===== config.mk =====
export PLATFORM = sky130hd
export DESIGN_NAME = vault_lock_ctrl
export DESIGN_NICKNAME = d
export VERILOG_FILES = /design/src/rtl/vlk_pkg.sv /design/src/rtl/vlk_input_cond.sv /design/src/rtl/vlk_access_rule.sv /design/src/rtl/vlk_blinker.sv /design/src/rtl/vault_lock_ctrl.sv
export SDC_FILE = /design/constraint.sdc
export NUM_CORES = 1
export LEC_CHECK = 0
export ABC_AREA = 1
export BUFFER_PORTS_ARGS = -buffer_cell sky130_fd_sc_hd__buf_2
export CAP_MARGIN = 20
export CELL_PAD_IN_SITES_DETAIL_PLACEMENT = 1
export CELL_PAD_IN_SITES_GLOBAL_PLACEMENT = 2
export CORE_UTILIZATION = 36
export DETAILED_ROUTE_END_ITERATION = 12
export PLACE_DENSITY_LB_ADDON = 0.1
export SYNTH_ARGS = -nofsm -noshare
export SYNTH_HDL_FRONTEND = slang
export SYNTH_SLANG_ARGS = --single-unit

===== constraint.sdc =====
create_clock -name clk -period 1.84 [get_ports clk]
set_clock_uncertainty 0.1 [all_clocks]
set_input_delay 0.092 -clock clk [delete_from_list [all_inputs] [get_ports clk]]
set_output_delay 0.092 -clock clk [all_outputs]
set_load 0.02 [all_outputs]

===== src/rtl/vlk_pkg.sv =====
`timescale 1ns/1ps
package vlk_pkg;
  // Bit positions of the conditioned switch vector
  localparam int unsigned SW_BUSINESS  = 0;
  localparam int unsigned SW_PRINCIPAL = 1;
  localparam int unsigned SW_DEPUTY_A  = 2;
  localparam int unsigned SW_DEPUTY_B  = 3;
  localparam int unsigned SW_COUNT     = 4;

  typedef struct packed {
    logic deputy_b;
    logic deputy_a;
    logic principal;
    logic business;
  } vlk_switches_t;
endpackage


===== src/rtl/vlk_input_cond.sv =====
`timescale 1ns/1ps
module vlk_input_cond #(
  parameter int unsigned DEB_CYCLES = 1_000_000
) (
  input  logic clk,
  input  logic rst,
  input  logic raw_i,
  output logic clean_o
);
  localparam int unsigned CW = $clog2(DEB_CYCLES + 1);
  localparam logic [CW-1:0] CNT_LAST = CW'(DEB_CYCLES - 1);

  logic          s1_q, s2_q, db_q;
  logic [CW-1:0] cnt_q;

  always_ff @(posedge clk) begin
    if (rst) begin
      s1_q  <= 1'b0;
      s2_q  <= 1'b0;
      db_q  <= 1'b0;
      cnt_q <= '0;
    end else begin
      s1_q <= raw_i;
      s2_q <= s1_q;
      if (s2_q != db_q) begin
        if (cnt_q == CNT_LAST) begin
          db_q  <= s2_q;
          cnt_q <= '0;
        end else begin
          cnt_q <= cnt_q + 1'b1;
        end
      end else begin
        cnt_q <= '0;
      end
    end
  end

  assign clean_o = db_q;


  db_holds_when_agree_chk: assert property (@(posedge clk) disable iff (rst)
    (s2_q == db_q) |=> $stable(db_q));

  db_moves_after_window_chk: assert property (@(posedge clk) disable iff (rst)
    !$stable(db_q) |-> ($past(cnt_q) == CNT_LAST));
endmodule


===== src/rtl/vlk_access_rule.sv =====
`timescale 1ns/1ps
module vlk_access_rule
  import vlk_pkg::*;
(
  input  vlk_switches_t sw_i,
  output logic          open_ok_o
);
  logic both_deputies, any_deputy;

  always_comb begin
    both_deputies = sw_i.deputy_a & sw_i.deputy_b;
    any_deputy    = sw_i.deputy_a | sw_i.deputy_b;
    if (sw_i.business) open_ok_o = sw_i.principal | both_deputies;
    else               open_ok_o = sw_i.principal & any_deputy;
  end
endmodule


===== src/rtl/vlk_blinker.sv =====
`timescale 1ns/1ps
module vlk_blinker #(
  parameter int unsigned BLINK_DIV = 25_000_000
) (
  input  logic clk,
  input  logic rst,
  input  logic run_i,
  output logic phase_o
);
  localparam int unsigned CW = $clog2(BLINK_DIV + 1);
  localparam logic [CW-1:0] CNT_LAST = CW'(BLINK_DIV - 1);

  logic [CW-1:0] cnt_q;
  logic          phase_q;

  always_ff @(posedge clk) begin
    if (rst || !run_i) begin
      cnt_q   <= '0;
      phase_q <= 1'b1;
    end else if (cnt_q == CNT_LAST) begin
      cnt_q   <= '0;
      phase_q <= ~phase_q;
    end else begin
      cnt_q <= cnt_q + 1'b1;
    end
  end

  assign phase_o = phase_q;


  blink_cnt_range_chk: assert property (@(posedge clk) disable iff (rst)
    cnt_q <= CNT_LAST);

  phase_steady_mid_period_chk: assert property (@(posedge clk) disable iff (rst)
    (run_i && cnt_q != CNT_LAST) |=> $stable(phase_q));
endmodule


===== src/rtl/vault_lock_ctrl.sv =====
`timescale 1ns/1ps
module vault_lock_ctrl
  import vlk_pkg::*;
#(
  parameter int unsigned DEB_CYCLES = 1_000_000,
  parameter int unsigned BLINK_DIV  = 25_000_000,
  parameter int unsigned N_GREEN    = 4
) (
  input  logic               clk,
  input  logic               rst,
  input  logic               hours_business_i,
  input  logic               key_principal_i,
  input  logic               key_deputy_a_i,
  input  logic               key_deputy_b_i,
  output logic               led_locked_o,
  output logic               led_business_o,
  output logic [N_GREEN-1:0] led_green_o
);
  logic [SW_COUNT-1:0] raw_vec, clean_vec;
  vlk_switches_t       sw;
  logic                open_ok, unlocked_q, phase;

  assign raw_vec[SW_BUSINESS]  = hours_business_i;
  assign raw_vec[SW_PRINCIPAL] = key_principal_i;
  assign raw_vec[SW_DEPUTY_A]  = key_deputy_a_i;
  assign raw_vec[SW_DEPUTY_B]  = key_deputy_b_i;

  for (genvar i = 0; i < SW_COUNT; i++) begin : g_cond
    vlk_input_cond #(.DEB_CYCLES(DEB_CYCLES)) u_cond (
      .clk(clk), .rst(rst), .raw_i(raw_vec[i]), .clean_o(clean_vec[i])
    );
  end

  assign sw.business  = clean_vec[SW_BUSINESS];
  assign sw.principal = clean_vec[SW_PRINCIPAL];
  assign sw.deputy_a  = clean_vec[SW_DEPUTY_A];
  assign sw.deputy_b  = clean_vec[SW_DEPUTY_B];

  vlk_access_rule u_rule (.sw_i(sw), .open_ok_o(open_ok));

  always_ff @(posedge clk) begin
    if (rst) unlocked_q <= 1'b0;
    else     unlocked_q <= open_ok;
  end

  vlk_blinker #(.BLINK_DIV(BLINK_DIV)) u_blink (
    .clk(clk), .rst(rst), .run_i(unlocked_q), .phase_o(phase)
  );

  assign led_locked_o   = ~unlocked_q;
  assign led_business_o = sw.business;
  assign led_green_o    = {N_GREEN{unlocked_q & phase}};


  offhours_needs_pair_chk: assert property (@(posedge clk) disable iff (rst)
    (unlocked_q && !$past(sw.business)) |->
      ($past(sw.principal) && ($past(sw.deputy_a) || $past(sw.deputy_b))));

  business_needs_key_chk: assert property (@(posedge clk) disable iff (rst)
    (unlocked_q && $past(sw.business)) |->
      ($past(sw.principal) || ($past(sw.deputy_a) && $past(sw.deputy_b))));

  green_dark_when_shut_chk: assert property (@(posedge clk) disable iff (rst)
    led_locked_o |-> (led_green_o == '0));

  relock_on_rule_loss_chk: assert property (@(posedge clk) disable iff (rst)
    (!open_ok) |=> led_locked_o);
endmodule


==> out/metrics.yaml <==
status: "complete, no violations"
crit_start: "u_blink.cnt_q[0]"
clock-root-buffer: "clkbuf_16"
fmax_mhz: 592
cp.arrival_ns: 1.89
relSlewSlack_pct: 41.2
yosysSeqAreaShare_pct: 39.5
startpoint_type: "flop"
r2r_slack_ns: 0.15
worst_pin_slew_ns: 0.879
rows: 46
wl_mm: 15.2
crit_type: "reg2reg"
clock-sinks: 119
yosys_warnings: 0
endpoint: "u_blink.cnt_q[12]"
wl_per_cell_um: 13.1
ys.flop_type: "dfxtp_1"
critical_path.max_fanout: 12
antenna_found_initial: 0
async_flop_share_pct: 0
synth_area_um2: 6030
rr_startpoint: "u_blink.cnt_q[0]"
gr-total-overflow: 0
timing.rr.end: "u_blink.cnt_q[12]"
placed_cells: 1117
htree_levels: 4
ant_nets: 0
comb_power_share_pct: 1.2
place_congestion: 0.805
dr.first_iter.drc_count: 220
fin_crit_sh_pct: 91.9
vias: 5518
rsz0062_at_grt: "false"
synth_top_area_share_pct: 39.5
worstSkewPairLatency_ns: 0.42
max_cap_viol_count: 0
path_cells: "ha_1, nand2_1, nor2_2, nand2_1, nor2_4, nand2_4, nand2_8, a21oi_1"
irDropWorstVdd_mv: 0.590
die_h_um: 131
switchingPower_mw: 1.31
leakage_nw: 2.22
synth_edf_count: 0
drive_above_1_share_pct: 9.31
p_int_mw: 4.65
viasPerCell: 4.75
setup_tns_ns: 0
synth_area_leaders: "dfxtp_1, nand2_1, nor2_1"
p_clk_share_pct: 55.3
reg2reg_depth: 8
grt_first_pass_wirelength_mm: 25.8
portBuffers: 11
layout.cells.non_filler: 1161
drv_slew: 0
grt_pass1_vias: 5723
num_io_pins: 12
areaGrowthSynthToFinish_pct: 17.1
synthCells: 898
synth_common_cells: "nand2_1, nor2_1, dfxtp_1, inv_1, nand3_1"
cts_buffers: 17
dp_hpwl_mm: 11.3
cp_slowest_stage_delay_ns: 0.36
clk_path_buf_depth: 2
yosysMostFrequentCell: "nand2_1"
dr.pass1.iters: 4
power_density_nw_per_um2: 845
core_area_um2: 16100
nets: 943
synthesis.nets: 909
swShare_pct: 22.0
crit_path_top_delay_cell: "dfxtp_1"
fillers: 2069
path_common_cell: "nand2_1"
required_ns: 2.04
seqPwrFrac_pct: 43.5
setup_violations: 0
hold_class: "reg2reg"
synth_cell_types: 31
avgSynthCellArea_um2: 6.71
start_util_pct: 37.4
die_area_um2: 17300
cts_tree: "done"
ys_ff_latch: 119
die_width_um: 131
end_kind: "flop"
clk_pin_slew_ns: 0.06
antennaDiodeCount: 0
grt_max_degree: 25
yosysTopAreaCell: "dfxtp_1"
track_usage_pct: 18.4
finalHoldViolations: 0
postCtsSetupRepairBufs: 0
drc_errors: 0
period_needed_ns: 1.69
==> flip-flops by register name (all words and copies together) (netlist names) <==
signal / flops
g_cond.u_cond.cnt_q: 80
g_cond.u_cond.clean_o: 4
g_cond.u_cond.s2_q: 4
u_blink.phase_o: 1
unlocked_q: 1
u_blink.cnt_q: 25
g_cond.u_cond.s1_q: 4
==> what timing repair did <==
item / CTS / global route
cloned: 0 / 3
gates resized for setup: 1 / 10
setup endpoints to repair: 2 / 58
hold buffers: 9 / 0
pin swaps: 0 / 1
endpoints found under the hold margin: 9 / 0
==> cell type report <==
type	count	area (µm²)	share of cell area, %
clock buffer	18	439	6.22
multi-input combinational	680	3270	46.3
tap	216	270	3.83
timing repair buffer	25	208	2.94
clock inverter	14	154	2.18
sequential	119	2380	33.8
inverter	89	334	4.73
==> layer usage <==
| layer | wire (µm) | GRT usage, % |
|---|---|---|
| met4 | 307 | 7.82 |
| met3 | 279 | 3.63 |
| met1 | 7350 | 21.8 |
| met2 | 7260 | 32.1 |
| met5 | 0 | 0 |
==> critical path: cells and delay by family, from the launching register on <==
| kind | cells | cell delay (ns) |
|---|---|---|
| AO/OA/AOI/OAI | 1 | 0.07 |
| adder cells (fa/ha/maj) | 1 | 0.22 |
| flip-flops | 1 | 0.36 |
| AND/OR/NAND/NOR | 6 | 0.83 |
==> cells by family after synthesis <==
kind of cell | Yosys count | synth area share, %
flops | 119 | 39.5
compound gates | 55 | 4.92
simple gates | 569 | 40.1
xor+xnor | 48 | 6.98
buf+inv | 102 | 7.41
fa+ha+maj | 5 | 1.04
==> stage by stage <==
stage | area, µm² | util, % | total power [mW] | hold slack [ns] | setup WS (ns)
3_5_place_dp | 6300 | 39.1 | 2.71 | 0.232 | 0.00580
6_report | 7060 | 43.8 | 5.96 | 0.308 | 0.149
4_1_cts | 6990 | 43.4 | 6.05 | 0.311 | 0.0467
3_3_place_gp | 6300 | 39.1 | 2.70 | 0.227 | 0.105
5_1_grt | 7060 | 43.8 | 6.16 | 0.321 | 0.0203
2_1_floorplan | 6030 | - | 2.69 | 0.0990 | 0.350
==> cells in the final DEF, fill, tap and decap left out, types with 3 or more instances in the layout <==
| master | Yosys | layout |
|---|---|---|
| a21oi_1 | 40 | 40 |
| and2_1 | 3 | 3 |
| buf_2 | 0 | 11 |
| buf_4 | 7 | 3 |
| clkbuf_16 | 0 | 17 |
| clkinv_4 | 0 | 7 |
| clkinvlp_4 | 0 | 3 |
| dfxtp_1 | 119 | 119 |
| dlygate4sd3_1 | 0 | 9 |
| ha_1 | 5 | 4 |
| inv_1 | 87 | 87 |
| nand2_1 | 228 | 228 |
| nand2_4 | 2 | 6 |
| nand3_1 | 57 | 57 |
| nand3_2 | 6 | 6 |
| nand3b_1 | 8 | 8 |
| nand4_1 | 13 | 13 |
| nor2_1 | 225 | 222 |
| nor2_2 | 10 | 11 |
| nor2_4 | 2 | 4 |
| nor3_2 | 3 | 3 |
| o21ai_0 | 7 | 7 |
| o21bai_1 | 6 | 6 |
| or2_2 | 4 | 4 |
| xnor2_1 | 19 | 19 |
| xor2_1 | 29 | 29 |
==> worst min-delay path by stage <==
stage                     startpoint               endpoint  depth (start not counted)
3_3_place_gp          key_deputy_a_i  g_cond[2].u_cond.s1_q                          3
2_1_floorplan       hours_business_i  g_cond[0].u_cond.s1_q                          2
6_report       g_cond[2].u_cond.s1_q  g_cond[2].u_cond.s2_q                          2
5_1_grt        g_cond[0].u_cond.s1_q  g_cond[0].u_cond.s2_q                          2
4_1_cts        g_cond[2].u_cond.s1_q  g_cond[2].u_cond.s2_q                          2
3_5_place_dp          key_deputy_a_i  g_cond[2].u_cond.s1_q                          3
==> power groups by stage <==
stage | logic (mW) | clock network [mW] | registers (mW)
floorplan | 0.0371 | 0 | 2.65
global placement | 0.0554 | 0 | 2.65
detailed placement | 0.0576 | 0 | 2.65
CTS | 0.0723 | 3.39 | 2.59
global route | 0.0818 | 3.49 | 2.59
finish | 0.0721 | 3.30 | 2.59
Power figures use the tool's default switching activity.
